<file path="src/rtl/rxring_dma.sv">
module rxring_dma #(
  parameter int POLL_W     = 8,
  parameter int POLL_SCALE = 16,
  parameter int DROP_W     = 16
) (
  input  logic              clk,
  input  logic              rst_n,
  input  logic              cmd_start,
  input  logic              cmd_off,
  input  logic              base_wr,
  input  logic [31:0]       base_data,
  input  logic [POLL_W-1:0] poll_ivl,
  output logic              mem_req,
  output logic              mem_we,
  output logic [31:0]       mem_addr,
  output logic [31:0]       mem_wdata,
  output logic [3:0]        mem_be,
  input  logic              mem_ack,
  input  logic [31:0]       mem_rdata,
  input  logic              in_valid,
  input  logic              in_sop,
  input  logic              in_eop,
  input  logic [7:0]        in_data,
  output logic              in_ready,
  output logic [DROP_W-1:0] drop_count
);

  localparam int CW = 17;
  localparam int TW = POLL_W + $clog2(POLL_SCALE) + 1;

  typedef enum logic [2:0] {S_IDLE, S_FETCH, S_HOLD, S_READY, S_RECV, S_WDATA, S_WSTAT} st_t;

  st_t             st;
  logic [31:0]     base_q, cur, nxt, bufp, wbuf;
  logic [CW-1:0]   lim, cnt;
  logic [3:0]      wbe;
  logic [1:0]      widx;
  logic [TW-1:0]   tmr;
  logic            cont, first, lastf, fullf, dropping, off_pend;
  logic [DROP_W-1:0] drop_q;

  wire take      = in_valid && in_ready;
  wire off_req   = cmd_off || off_pend;
  wire idle_like = (st == S_IDLE) || (st == S_HOLD && !cont);
  wire data_take = take && !dropping && (st == S_RECV || (st == S_READY && in_sop));
  wire [CW-1:0] cnt_nx = cnt + 1'b1;
  wire [1:0]    lane   = cnt[1:0];
  wire [TW-1:0] tmr_load = TW'(poll_ivl) * TW'(POLL_SCALE);
  wire [31:0]   status = {1'b1, first, lastf, 12'd0, cnt};

  assign in_ready   = dropping || idle_like || st == S_READY || st == S_RECV;
  assign mem_req    = (st == S_FETCH) || (st == S_WDATA) || (st == S_WSTAT);
  assign mem_we     = (st == S_WDATA) || (st == S_WSTAT);
  assign mem_addr   = (st == S_WDATA) ? bufp :
                      (st == S_WSTAT) ? cur + 32'd12 : cur + {28'd0, widx, 2'b00};
  assign mem_wdata  = (st == S_WDATA) ? wbuf : status;
  assign mem_be     = (st == S_WDATA) ? wbe : 4'hF;
  assign drop_count = drop_q;

  always_ff @(posedge clk) begin
    if (!rst_n) begin
      base_q <= '0;
    end else if (base_wr) begin
      base_q <= {base_data[31:4], 4'h0};
    end
  end

  always_ff @(posedge clk) begin
    if (!rst_n) begin
      dropping <= 1'b0;
      drop_q   <= '0;
    end else if (take && dropping) begin
      if (in_eop) dropping <= 1'b0;
    end else if (take && idle_like && in_sop) begin
      drop_q <= drop_q + 1'b1;
      if (!in_eop) dropping <= 1'b1;
    end
  end

  always_ff @(posedge clk) begin
    if (!rst_n) begin
      st <= S_IDLE;
      cur <= '0; nxt <= '0; bufp <= '0; wbuf <= '0;
      lim <= '0; cnt <= '0; wbe <= '0; widx <= '0; tmr <= '0;
      cont <= 1'b0; first <= 1'b0; lastf <= 1'b0; fullf <= 1'b0; off_pend <= 1'b0;
    end else begin
      case (st)
        S_IDLE: begin
          off_pend <= 1'b0;
          if (cmd_start && !cmd_off) begin
            cur  <= base_q;
            widx <= 2'd0;
            cont <= 1'b0;
            st   <= S_FETCH;
          end
        end
        S_FETCH: begin
          if (mem_ack) begin
            if (off_req) begin
              st <= S_IDLE;
            end else begin
              case (widx)
                2'd0: begin
                  if (mem_rdata[31]) begin
                    tmr <= tmr_load;
                    st  <= S_HOLD;
                  end else begin
                    lim  <= (|mem_rdata[21:CW]) ? '1 : mem_rdata[CW-1:0];
                    widx <= 2'd1;
                  end
                end
                2'd1: begin
                  nxt  <= mem_rdata;
                  widx <= 2'd2;
                end
                default: begin
                  bufp  <= {mem_rdata[31:2], 2'b00};
                  cnt   <= '0;
                  wbuf  <= '0;
                  wbe   <= '0;
                  widx  <= 2'd0;
                  first <= !cont;
                  st    <= cont ? S_RECV : S_READY;
                end
              endcase
            end
          end else if (cmd_off) begin
            off_pend <= 1'b1;
          end
        end
        S_HOLD: begin
          if (off_req) st <= S_IDLE;
          else if (tmr == '0) begin
            widx <= 2'd0;
            st   <= S_FETCH;
          end else tmr <= tmr - 1'b1;
        end
        S_READY, S_RECV: begin
          if (off_req) begin
            st <= S_IDLE;
          end else if (data_take) begin
            wbuf[{lane, 3'b000} +: 8] <= in_data;
            wbe[lane] <= 1'b1;
            cnt   <= cnt_nx;
            lastf <= in_eop;
            fullf <= (cnt_nx == lim);
            st    <= (lane == 2'd3 || in_eop || cnt_nx == lim) ? S_WDATA : S_RECV;
          end
        end
        S_WDATA: begin
          if (mem_ack) begin
            if (off_req) st <= S_IDLE;
            else begin
              bufp <= bufp + 32'd4;
              wbuf <= '0;
              wbe  <= '0;
              st   <= (lastf || fullf) ? S_WSTAT : S_RECV;
            end
          end else if (cmd_off) begin
            off_pend <= 1'b1;
          end
        end
        S_WSTAT: begin
          if (mem_ack) begin
            if (off_req) st <= S_IDLE;
            else begin
              cur  <= nxt;
              widx <= 2'd0;
              cont <= !lastf;
              st   <= S_FETCH;
            end
          end else if (cmd_off) begin
            off_pend <= 1'b1;
          end
        end
        default: st <= S_IDLE;
      endcase
    end
  end

  a_r10_req_stable: assert property (@(posedge clk) disable iff (!rst_n)
    (mem_req && !mem_ack) |=> (mem_req && $stable(mem_addr) && $stable(mem_we)
                               && $stable(mem_wdata) && $stable(mem_be)));

  a_r2_desc_aligned: assert property (@(posedge clk) disable iff (!rst_n)
    (mem_req && !mem_we) |-> (mem_addr[1:0] == 2'b00 && mem_addr[3:2] != 2'b11));

  a_r3_hold_enter: assert property (@(posedge clk) disable iff (!rst_n)
    (st == S_FETCH && widx == 2'd0 && mem_ack && mem_rdata[31] && !off_pend && !cmd_off)
      |=> (st == S_HOLD));

  a_r9_off_idle: assert property (@(posedge clk) disable iff (!rst_n)
    (cmd_off && !mem_req) |=> (st == S_IDLE));

  a_r5_status_complete: assert property (@(posedge clk) disable iff (!rst_n)
    (mem_req && mem_we && mem_addr[3:0] == 4'hC && st == S_WSTAT)
      |-> (mem_wdata[31] && mem_be == 4'hF));

  a_r7_split_full: assert property (@(posedge clk) disable iff (!rst_n)
    (st == S_WSTAT && !mem_wdata[29]) |-> (mem_wdata[CW-1:0] == lim));

  a_r7_count_limit: assert property (@(posedge clk) disable iff (!rst_n)
    (st == S_WSTAT) |-> (mem_wdata[CW-1:0] <= lim));

  a_r8_drop_no_write: assert property (@(posedge clk) disable iff (!rst_n)
    dropping |-> !(mem_req && mem_we && st == S_WDATA));

endmodule

</file>
<file path="config.mk">
export PLATFORM = sky130hd
export DESIGN_NAME = rxring_dma
export DESIGN_NICKNAME = d
export VERILOG_FILES = /design/src/rtl/rxring_dma.sv
export SDC_FILE = /design/constraint.sdc
export NUM_CORES = 1
export LEC_CHECK = 0
export BUFFER_PORTS_ARGS = -buffer_cell sky130_fd_sc_hd__buf_4
export CORE_ASPECT_RATIO = 0.8
export CORE_UTILIZATION = 50
export DETAILED_ROUTE_END_ITERATION = 8
export PLACE_DENSITY = 0.71
export REMOVE_ABC_BUFFERS = 1
export SETUP_SLACK_MARGIN = 0.02
export SLEW_MARGIN = 10
export SYNTH_ARGS = -nofsm -noshare
export SYNTH_HDL_FRONTEND = slang
export SYNTH_SLANG_ARGS = --single-unit
</file>
<file path="constraint.sdc">
create_clock -name clk -period 4.1 [get_ports clk]
set_clock_uncertainty 0.05 [all_clocks]
set_input_delay 0.82 -clock clk [delete_from_list [all_inputs] [get_ports clk]]
set_output_delay 0.82 -clock clk [all_outputs]
set_load 0.01 [all_outputs]
</file>
==> impl_summary.txt, run 1 <==
----------------------------------------------------
[Global routing]
  Largest net degree at the start of global routing ... 73
  Fraction of met3 tracks used by global routing ... 0.0356
  GR Overflow Total ... 0
  Met1 layer usage reported by global route ... 0.418
  Most congested layer reported by global routing ... met1
  All-layer global routing usage ... 0.274
  Initial antenna violation count ... 0
  First-pass GRT wire length ... 55400 um
  Number of global-route vias before repair ... 10400
  Global routing usage on met2 ... 0.406

[Placement]
  Cell count after placement ... 1967
  Placed Instance Area ... 13400 um2
  Sum of net half-perimeters after detailed placement ... 23700 um
  Number of input and output port buffers inserted ... 171
  Post-placement setup slack ... 214 ps
  Final estimated routing congestion in global placement ... 0.901

[Clock tree]
  Clock transition at the registers of the reported paths ... 60 ps
  Hold buffers post-CTS ... 0
  Root buffer selected by CTS ... sky130_fd_sc_hd__clkbuf_16
  Number of clock buffers inserted by TritonCTS ... 24
  Clk_lat worst skew ... 530 ps
  Maximum number of buffers from clock root to sink ... 3
  TritonCTS clock tree ... yes
  # clock sinks ... 232
  Number of H-tree branching levels ... 1

[Status]
  Outcome ... finished, final reports clean

[STA]
  Final count of hold timing violations ... 0
  Final critical-path required period ... 3910 ps
  Post-route fraction of the period consumed by the critical path ... 0.955
  Unrepaired setup endpoints after global routing ... false
  Peak clock frequency supported by timing ... 255 MHz
  Worst-case headroom to the max-slew limit ... 0.252
  Number of slew-limit violations in the final report ... 0
  Setup Viol. Count Final ... 0
  Setup slack of the critical path after layout ... 186 ps
  Hold Slack ... 404 ps
  Pin slew with the least headroom to its limit ... 1110 ps

[Run]
  Max-cap viol count ... 0

[Yosys]
  Library cell occupying the most area in the post-synthesis netlist ... sky130_fd_sc_hd__dfxtp_1
  Summed instance area of the synthesized netlist ... 11900 um2
  Number of warnings printed during yosys synthesis ... 0
  Post-synth EDFFs ... 0
  Mapped Avg Cell Area ... 7.60 um2
  Post-synthesis cell count ... 1569
  Most common flop cell mapped by yosys ... sky130_fd_sc_hd__dfxtp_1
  Count of state elements after synthesis ... 232
  Sequential share of the synthesized area ... 0.390
  Top area cells in the synthesized netlist ... sky130_fd_sc_hd__dfxtp_1 (39%), sky130_fd_sc_hd__nand2_1 (9.6%), sky130_fd_sc_hd__a21oi_1 (6.1%), sky130_fd_sc_hd__nor2_1 (5.6%), sky130_fd_sc_hd__o21ai_0 (3.7%)
  Asr flop ratio synth ... 0
  Yosys cell types ... 69
  Top-area cell type share of the netlist area ... 0.390

[Pwr]
  Pleak ... 0.00551 uW
  Power per Cell Area ... 446 nW/um2
  Peak supply drop ... 0.000383 V

[Floorplanning]
  Initial Util ... 0.510
  # IOs ... 176
  Die height ... 140 um
  Die X ... 175 um
  Die outline area ... 24500 um2
  Core area ... 23400 um2
  Number of placement rows ... 50

[Layout]
  Number of fillers in the final layout ... 2091
  Commonest non-fill, non-tap cell in the layout ... sky130_fd_sc_hd__nand2_1
  Final #Nets ... 1786
  Fraction of the core area covered by cells at the end of the flow ... 0.607
  Final Instance Area ... 14200 um2
  Fraction of final layout cells sized beyond drive strength 1 ... 0.171
  Commonest non-fill, non-tap cells in the layout ... sky130_fd_sc_hd__nand2_1 (304), sky130_fd_sc_hd__dfxtp_1 (232), sky130_fd_sc_hd__buf_4 (200)
  Syn-to-layout area delta ... 19.1%
  Diodes inserted ... 0
  Post-layout instance count excluding filler cells ... 2011

[Routing]
  Post-route DRC ... 0
  Wirelength, routed ... 33800 um
  First-pass DRT Iterations ... 5
  DR vias/cell ... 5.79
  Iter 0 DRT Violations ... 1050
  Antenna Violating Nets Remaining ... 0
  Wire per inst ... 16.8 um
  Via count ... 11700

[Critical path]
  Critical Path Start ... st[1]
  Element type at the critical path start ... flop
  Largest delay contributor family on the critical path ... simple AND/OR/NAND/NOR gates
  Slowest Stage Delay on Critical Path ... 420 ps
  Reg2reg setup slack ... 770 ps
  Critical path capture point type ... output pin
  Number of logic stages on the critical path including buffering ... 12
  Highest-delay cell along the critical path ... sky130_fd_sc_hd__or3_4
  Cell depth of the worst flop-to-flop path ... 7
  Worst-path maximum fanout ... 5
  Crit path buffers/inverters ... 1
  Timing endpoint of the critical path ... mem_addr[30]
  Required time reported for the critical path endpoint ... 3230 ps
  Source of the worst register-to-register timing path ... cnt[0]
  Reg-to-reg critical path endpoint ... fullf
  Cell chain of the critical path ... nor2b_4 > nand2_2 > nand2b_1 > ha_2 > fa_2 > nand4_1 > or3_4 > nor2_2 > nand4_1 > xor2_1 > a21oi_1 > buf_4
  Classification of the worst setup path ... reg2out
  Cell occurring most often along the worst timing path ... sky130_fd_sc_hd__nand4_1
  Arrival time worst endpoint ... 3040 ps

[Min path]
  Worst hold-check path type ... reg2reg

----------------------------------------------------
worst reg2reg max path, cell delays in order (launching register included):
cell	delay (ps)
sky130_fd_sc_hd__dfxtp_1	760
sky130_fd_sc_hd__and4_4	410
sky130_fd_sc_hd__nand2b_2	90
sky130_fd_sc_hd__or3_1	460
sky130_fd_sc_hd__xnor2_1	160
sky130_fd_sc_hd__or4_1	470
sky130_fd_sc_hd__or4_1	580
sky130_fd_sc_hd__o31ai_1	260
cells in the mapped netlist (26+ instances only):
master                       n
sky130_fd_sc_hd__nand4_1    26
sky130_fd_sc_hd__mux2i_1    30
sky130_fd_sc_hd__xor2_1     29
sky130_fd_sc_hd__nand2_1   306
sky130_fd_sc_hd__o21ai_0    87
sky130_fd_sc_hd__and3_1     32
sky130_fd_sc_hd__nand3_1    55
sky130_fd_sc_hd__xnor2_1    36
sky130_fd_sc_hd__a311oi_1   32
sky130_fd_sc_hd__nor2_1    179
sky130_fd_sc_hd__a21oi_1   145
sky130_fd_sc_hd__dfxtp_1   232
sky130_fd_sc_hd__clkbuf_1   92
state kept, by name, indices dropped and copies added (netlist names), 4 cells and up:
name	flops
drop_count	16
base_q	28
cnt	17
cur	32
wbe	4
tmr	13
nxt	32
wbuf	32
bufp	30
lim	17
metrics by stage:
stage               power [uW]  TNS [ps]
floorplan                 3640    -68810
global placement          4220         0
detailed placement        4260         0
CTS                       6340         0
global route              6660         0
finish                    6330         0
worst min path at each step:
stage,startpoint,end,slack [ps],cells past startpoint
final,nxt[19],nxt[19],400,2
after floorplan,cur[0],cur[0],380,2
after detailed placement,wbuf[2],wbuf[2],400,2
after global routing,wbuf[2],wbuf[2],420,2
after CTS,wbuf[2],wbuf[2],400,2
after global placement,wbuf[28],wbuf[28],390,2
metal layers:
layer	vias to the layer above	wire [um]	share of wire
met2	426	14100	0.42
met4	0	608	0.018
met1	5427	16500	0.49
met5	-	0	0
li1	5754	-	-
met3	44	2460	0.073
kinds of logic (layout without fill, tap and decap cells):
| kind of cell | Yosys count | after routing | synth area share |
|---|---|---|---|
| multiplexers | 30 | 30 | 0.0252 |
| buffers and inverters | 126 | 256 | 0.0415 |
| AND/OR/NAND/NOR | 723 | 723 | 0.276 |
| AO/OA/AOI/OAI | 378 | 378 | 0.203 |
| XOR/XNOR | 66 | 66 | 0.0491 |
| flip-flops | 232 | 232 | 0.390 |
| adder cells (fa/ha/maj) | 14 | 14 | 0.0153 |
cell type report:
cell class,instances,area (um2),share of cell area
Sequential cell,232,4640,0.327
Clock buffer,32,692,0.0487
Multi-Input combinational cell,1211,6830,0.481
Inverter,12,47.5,0.00335
Timing Repair Buffer,202,1540,0.109
Clock inverter,10,50.0,0.00353
Tap cell,312,390,0.0275
report_power, final:
part | total [uW] | internal, uW | switching, uW
Sequential | 2710 | 2470 | 241
Clock | 2090 | 1180 | 908
Combinational | 1530 | 653 | 872
Total | 6330 | 4310 | 2020
timing repair:
action                     4_1_cts  5_1_grt
buffers inserted                 1        1
hold endpoints to repair         0        0
gates resized for setup          5        5
pin swaps                        1        3
setup endpoints to repair        7        3
Power figures use the tool's default switching activity.
==> run 2, diff against run 1 <==
--- a/config.mk
+++ b/config.mk
@@ -5,11 +5,10 @@
 export SDC_FILE = /design/constraint.sdc
 export NUM_CORES = 1
 export LEC_CHECK = 0
-export BUFFER_PORTS_ARGS = -buffer_cell sky130_fd_sc_hd__buf_4
 export CORE_ASPECT_RATIO = 0.8
 export CORE_UTILIZATION = 50
 export DETAILED_ROUTE_END_ITERATION = 8
-export PLACE_DENSITY = 0.71
+export DONT_BUFFER_PORTS = 1
 export REMOVE_ABC_BUFFERS = 1
 export SETUP_SLACK_MARGIN = 0.02
 export SLEW_MARGIN = 10
==> impl_summary.txt, run 2 (synthesis results as in run 1) <==
----------------------------------------------------
[Status]
  Outcome ... finished, final reports clean

[Global routing]
  Number of global-route vias before repair ... 9707 (-7.1%)
  Largest net degree at the start of global routing ... 114 (+56%)
  GR Overflow Total ... 0 (unchanged)
  Initial antenna violation count ... 0 (unchanged)
  All-layer global routing usage ... 0.267 (-0.00653)
  First-pass GRT wire length ... 53500 um (-3.5%)

[Run]
  Max-cap viol count ... 0 (unchanged)

[Layout]
  Syn-to-layout area delta ... 10.5%
  Commonest non-fill, non-tap cells in the layout ... sky130_fd_sc_hd__nand2_1 (304), sky130_fd_sc_hd__dfxtp_1 (232), sky130_fd_sc_hd__nor2_1 (175)
  Commonest non-fill, non-tap cell in the layout ... sky130_fd_sc_hd__nand2_1
  Diodes inserted ... 0 (unchanged)
  Final #Nets ... 1643 (-8.0%)
  Fraction of final layout cells sized beyond drive strength 1 ... 0.0970 (-0.0737)
  Fraction of the core area covered by cells at the end of the flow ... 0.563 (-0.0435)
  Registers with the most flip-flops ... cur: 32 flops, nxt: 32 flops, wbuf: 32 flops

[Routing]
  Iter 0 DRT Violations ... 1108 (+5.5%)
  Post-route DRC ... 0 (unchanged)
  Wire per inst ... 18.0 um (+7.2%)
  First-pass DRT Iterations ... 7 (+2)
  Antenna Violating Nets Remaining ... 0 (unchanged)
  DR vias/cell ... 5.87 (+1.4%)
  Via count ... 11000 (-5.8%)
  Wirelength, routed ... 33600 um (-0.33%)

[STA]
  Worst-case headroom to the max-slew limit ... 0.385 (+0.133)
  Setup Viol. Count Final ... 0 (unchanged)
  Aggregate negative setup slack ... 0 ps (unchanged)
  Final critical-path required period ... 3930 ps (+14.8 ps)
  Hold Slack ... 370 ps (-33.4 ps)
  Peak clock frequency supported by timing ... 255 MHz (-0.38%)
  Number of slew-limit violations in the final report ... 0 (unchanged)
  Final count of hold timing violations ... 0 (unchanged)
  Unrepaired setup endpoints after global routing ... false
  Setup slack of the critical path after layout ... 171 ps (-14.8 ps)
  Post-route fraction of the period consumed by the critical path ... 0.958 (+0.00360)
  Pin slew with the least headroom to its limit ... 923 ps (-189 ps)

[Min path]
  Worst hold-check path type ... in2reg

[Pwr]
  Power per Cell Area ... 473 nW/um2 (+6.2%)
  Internal power component ... 4290 uW (-0.36%)
  Sequential share of power ... 0.434 (+0.005)
  Total power after layout ... 6240 uW (-1.4%)
  Net switching component of the power ... 1950 uW (-3.6%)
  Power share of the combinational group ... 0.223 (-0.018)
  Pleak ... 0.00482 uW (-13%)
  Peak supply drop ... 0.000353 V (-7.9%)
  Fraction of power consumed by the clock network ... 0.343 (+0.013)
  Share of total power consumed by net switching ... 0.312 (-0.00706)

[Clock tree]
  Clk_lat worst skew ... 530 ps (about the same)
  Hold buffers post-CTS ... 0 (unchanged)
  # clock sinks ... 232 (unchanged)
  Clock transition at the registers of the reported paths ... 60 ps (about the same)
  TritonCTS clock tree ... yes
  Maximum number of buffers from clock root to sink ... 3 (unchanged)
  Number of clock buffers inserted by TritonCTS ... 24 (unchanged)
  Root buffer selected by CTS ... sky130_fd_sc_hd__clkbuf_16
  Number of H-tree branching levels ... 1 (unchanged)

[Floorplanning]
  # IOs ... 176 (unchanged)
  Number of placement rows ... 50 (unchanged)
  Die height ... 140 um (unchanged)
  Core area ... 23400 um2 (unchanged)
  Die X ... 175 um (unchanged)
  Die outline area ... 24500 um2 (unchanged)
  Initial Util ... 0.510 (unchanged)

[Placement]
  Sum of net half-perimeters after detailed placement ... 22900 um (-3.6%)
  Final estimated routing congestion in global placement ... 0.848 (-5.9%)
  Number of input and output port buffers inserted ... 0 (-100%)
  Post-placement setup slack ... 440 ps (+227 ps)

[Critical path]
  Element type at the critical path start ... flop
  Worst-path maximum fanout ... 5 (unchanged)
  Critical path capture point type ... output pin
  Required time reported for the critical path endpoint ... 3230 ps (about the same)
  Arrival time worst endpoint ... 3060 ps (+20 ps)
  Classification of the worst setup path ... reg2out

----------------------------------------------------
-- run 2: cell types whose count changed in the layout (fill, tap and decap cells not counted), sizes merged --
cell and delta:
clkbuf +3, clkinv -2, buf -143
-- run 2: worst paths after layout --
path / slack, ps / from / end / cells past startpoint
max: 170 / st[1] / mem_addr[30] / 12
min: 370 / rst_n / tmr[5] / 1
max reg2reg: 1020 / cnt[0] / fullf / 8
min reg2reg: 400 / cur[1] / cur[1] / 2
-- run 2: what timing repair did --
action,in CTS,in global routing
setup endpoints to repair,3,4
setup buffers,0,3
resized for setup,4,7
pin swaps,0,5
-- run 2: power by group through the flow --
stage	clock network, uW	registers [uW]	logic, uW
after floorplan	0	2710	927
after global placement	0	2740	1360
after detailed placement	0	2750	1380
after CTS	2180	2700	1380
after global routing	2270	2750	1540
final	2140	2710	1390
-- run 2: routing by layer --
metal | global-route usage | vias up | share of wire
met4 | 0.0577 | 0 | 0.018
li1 | - | 5469 | -
met5 | 0 | - | 0
met3 | 0.0494 | 41 | 0.069
met2 | 0.385 | 326 | 0.41
met1 | 0.408 | 5142 | 0.50
-- run 2: final cells by class --
class	count	area (um2)
clock buffers	35	733
multi-input cells	1211	6850
fillers	2231	10200
inverters	12	50.0
clock inverters	8	40.0
flip-flops and latches	232	4640
repair buffers	59	468
well taps	312	390
-- run 2: critical path: stages, from the launching register on --
cell	delay, ps
sky130_fd_sc_hd__dfxtp_1	330
sky130_fd_sc_hd__nor2b_4	180
sky130_fd_sc_hd__nand2_4	100
sky130_fd_sc_hd__nand2b_1	110
sky130_fd_sc_hd__ha_2	220
sky130_fd_sc_hd__fa_2	250
sky130_fd_sc_hd__nand4_1	170
sky130_fd_sc_hd__or3_4	440
sky130_fd_sc_hd__nor2_2	150
sky130_fd_sc_hd__nand4_1	120
sky130_fd_sc_hd__xor2_1	160
sky130_fd_sc_hd__a21oi_1	160
sky130_fd_sc_hd__buf_4	140
-- run 2: through the flow --
step,cell area (um2),std cells
2_1_floorplan,11500,1455
3_3_place_gp,12300,1823
3_5_place_dp,12300,1823
4_1_cts,13100,1866
5_1_grt,13200,1869
6_report,13200,1869
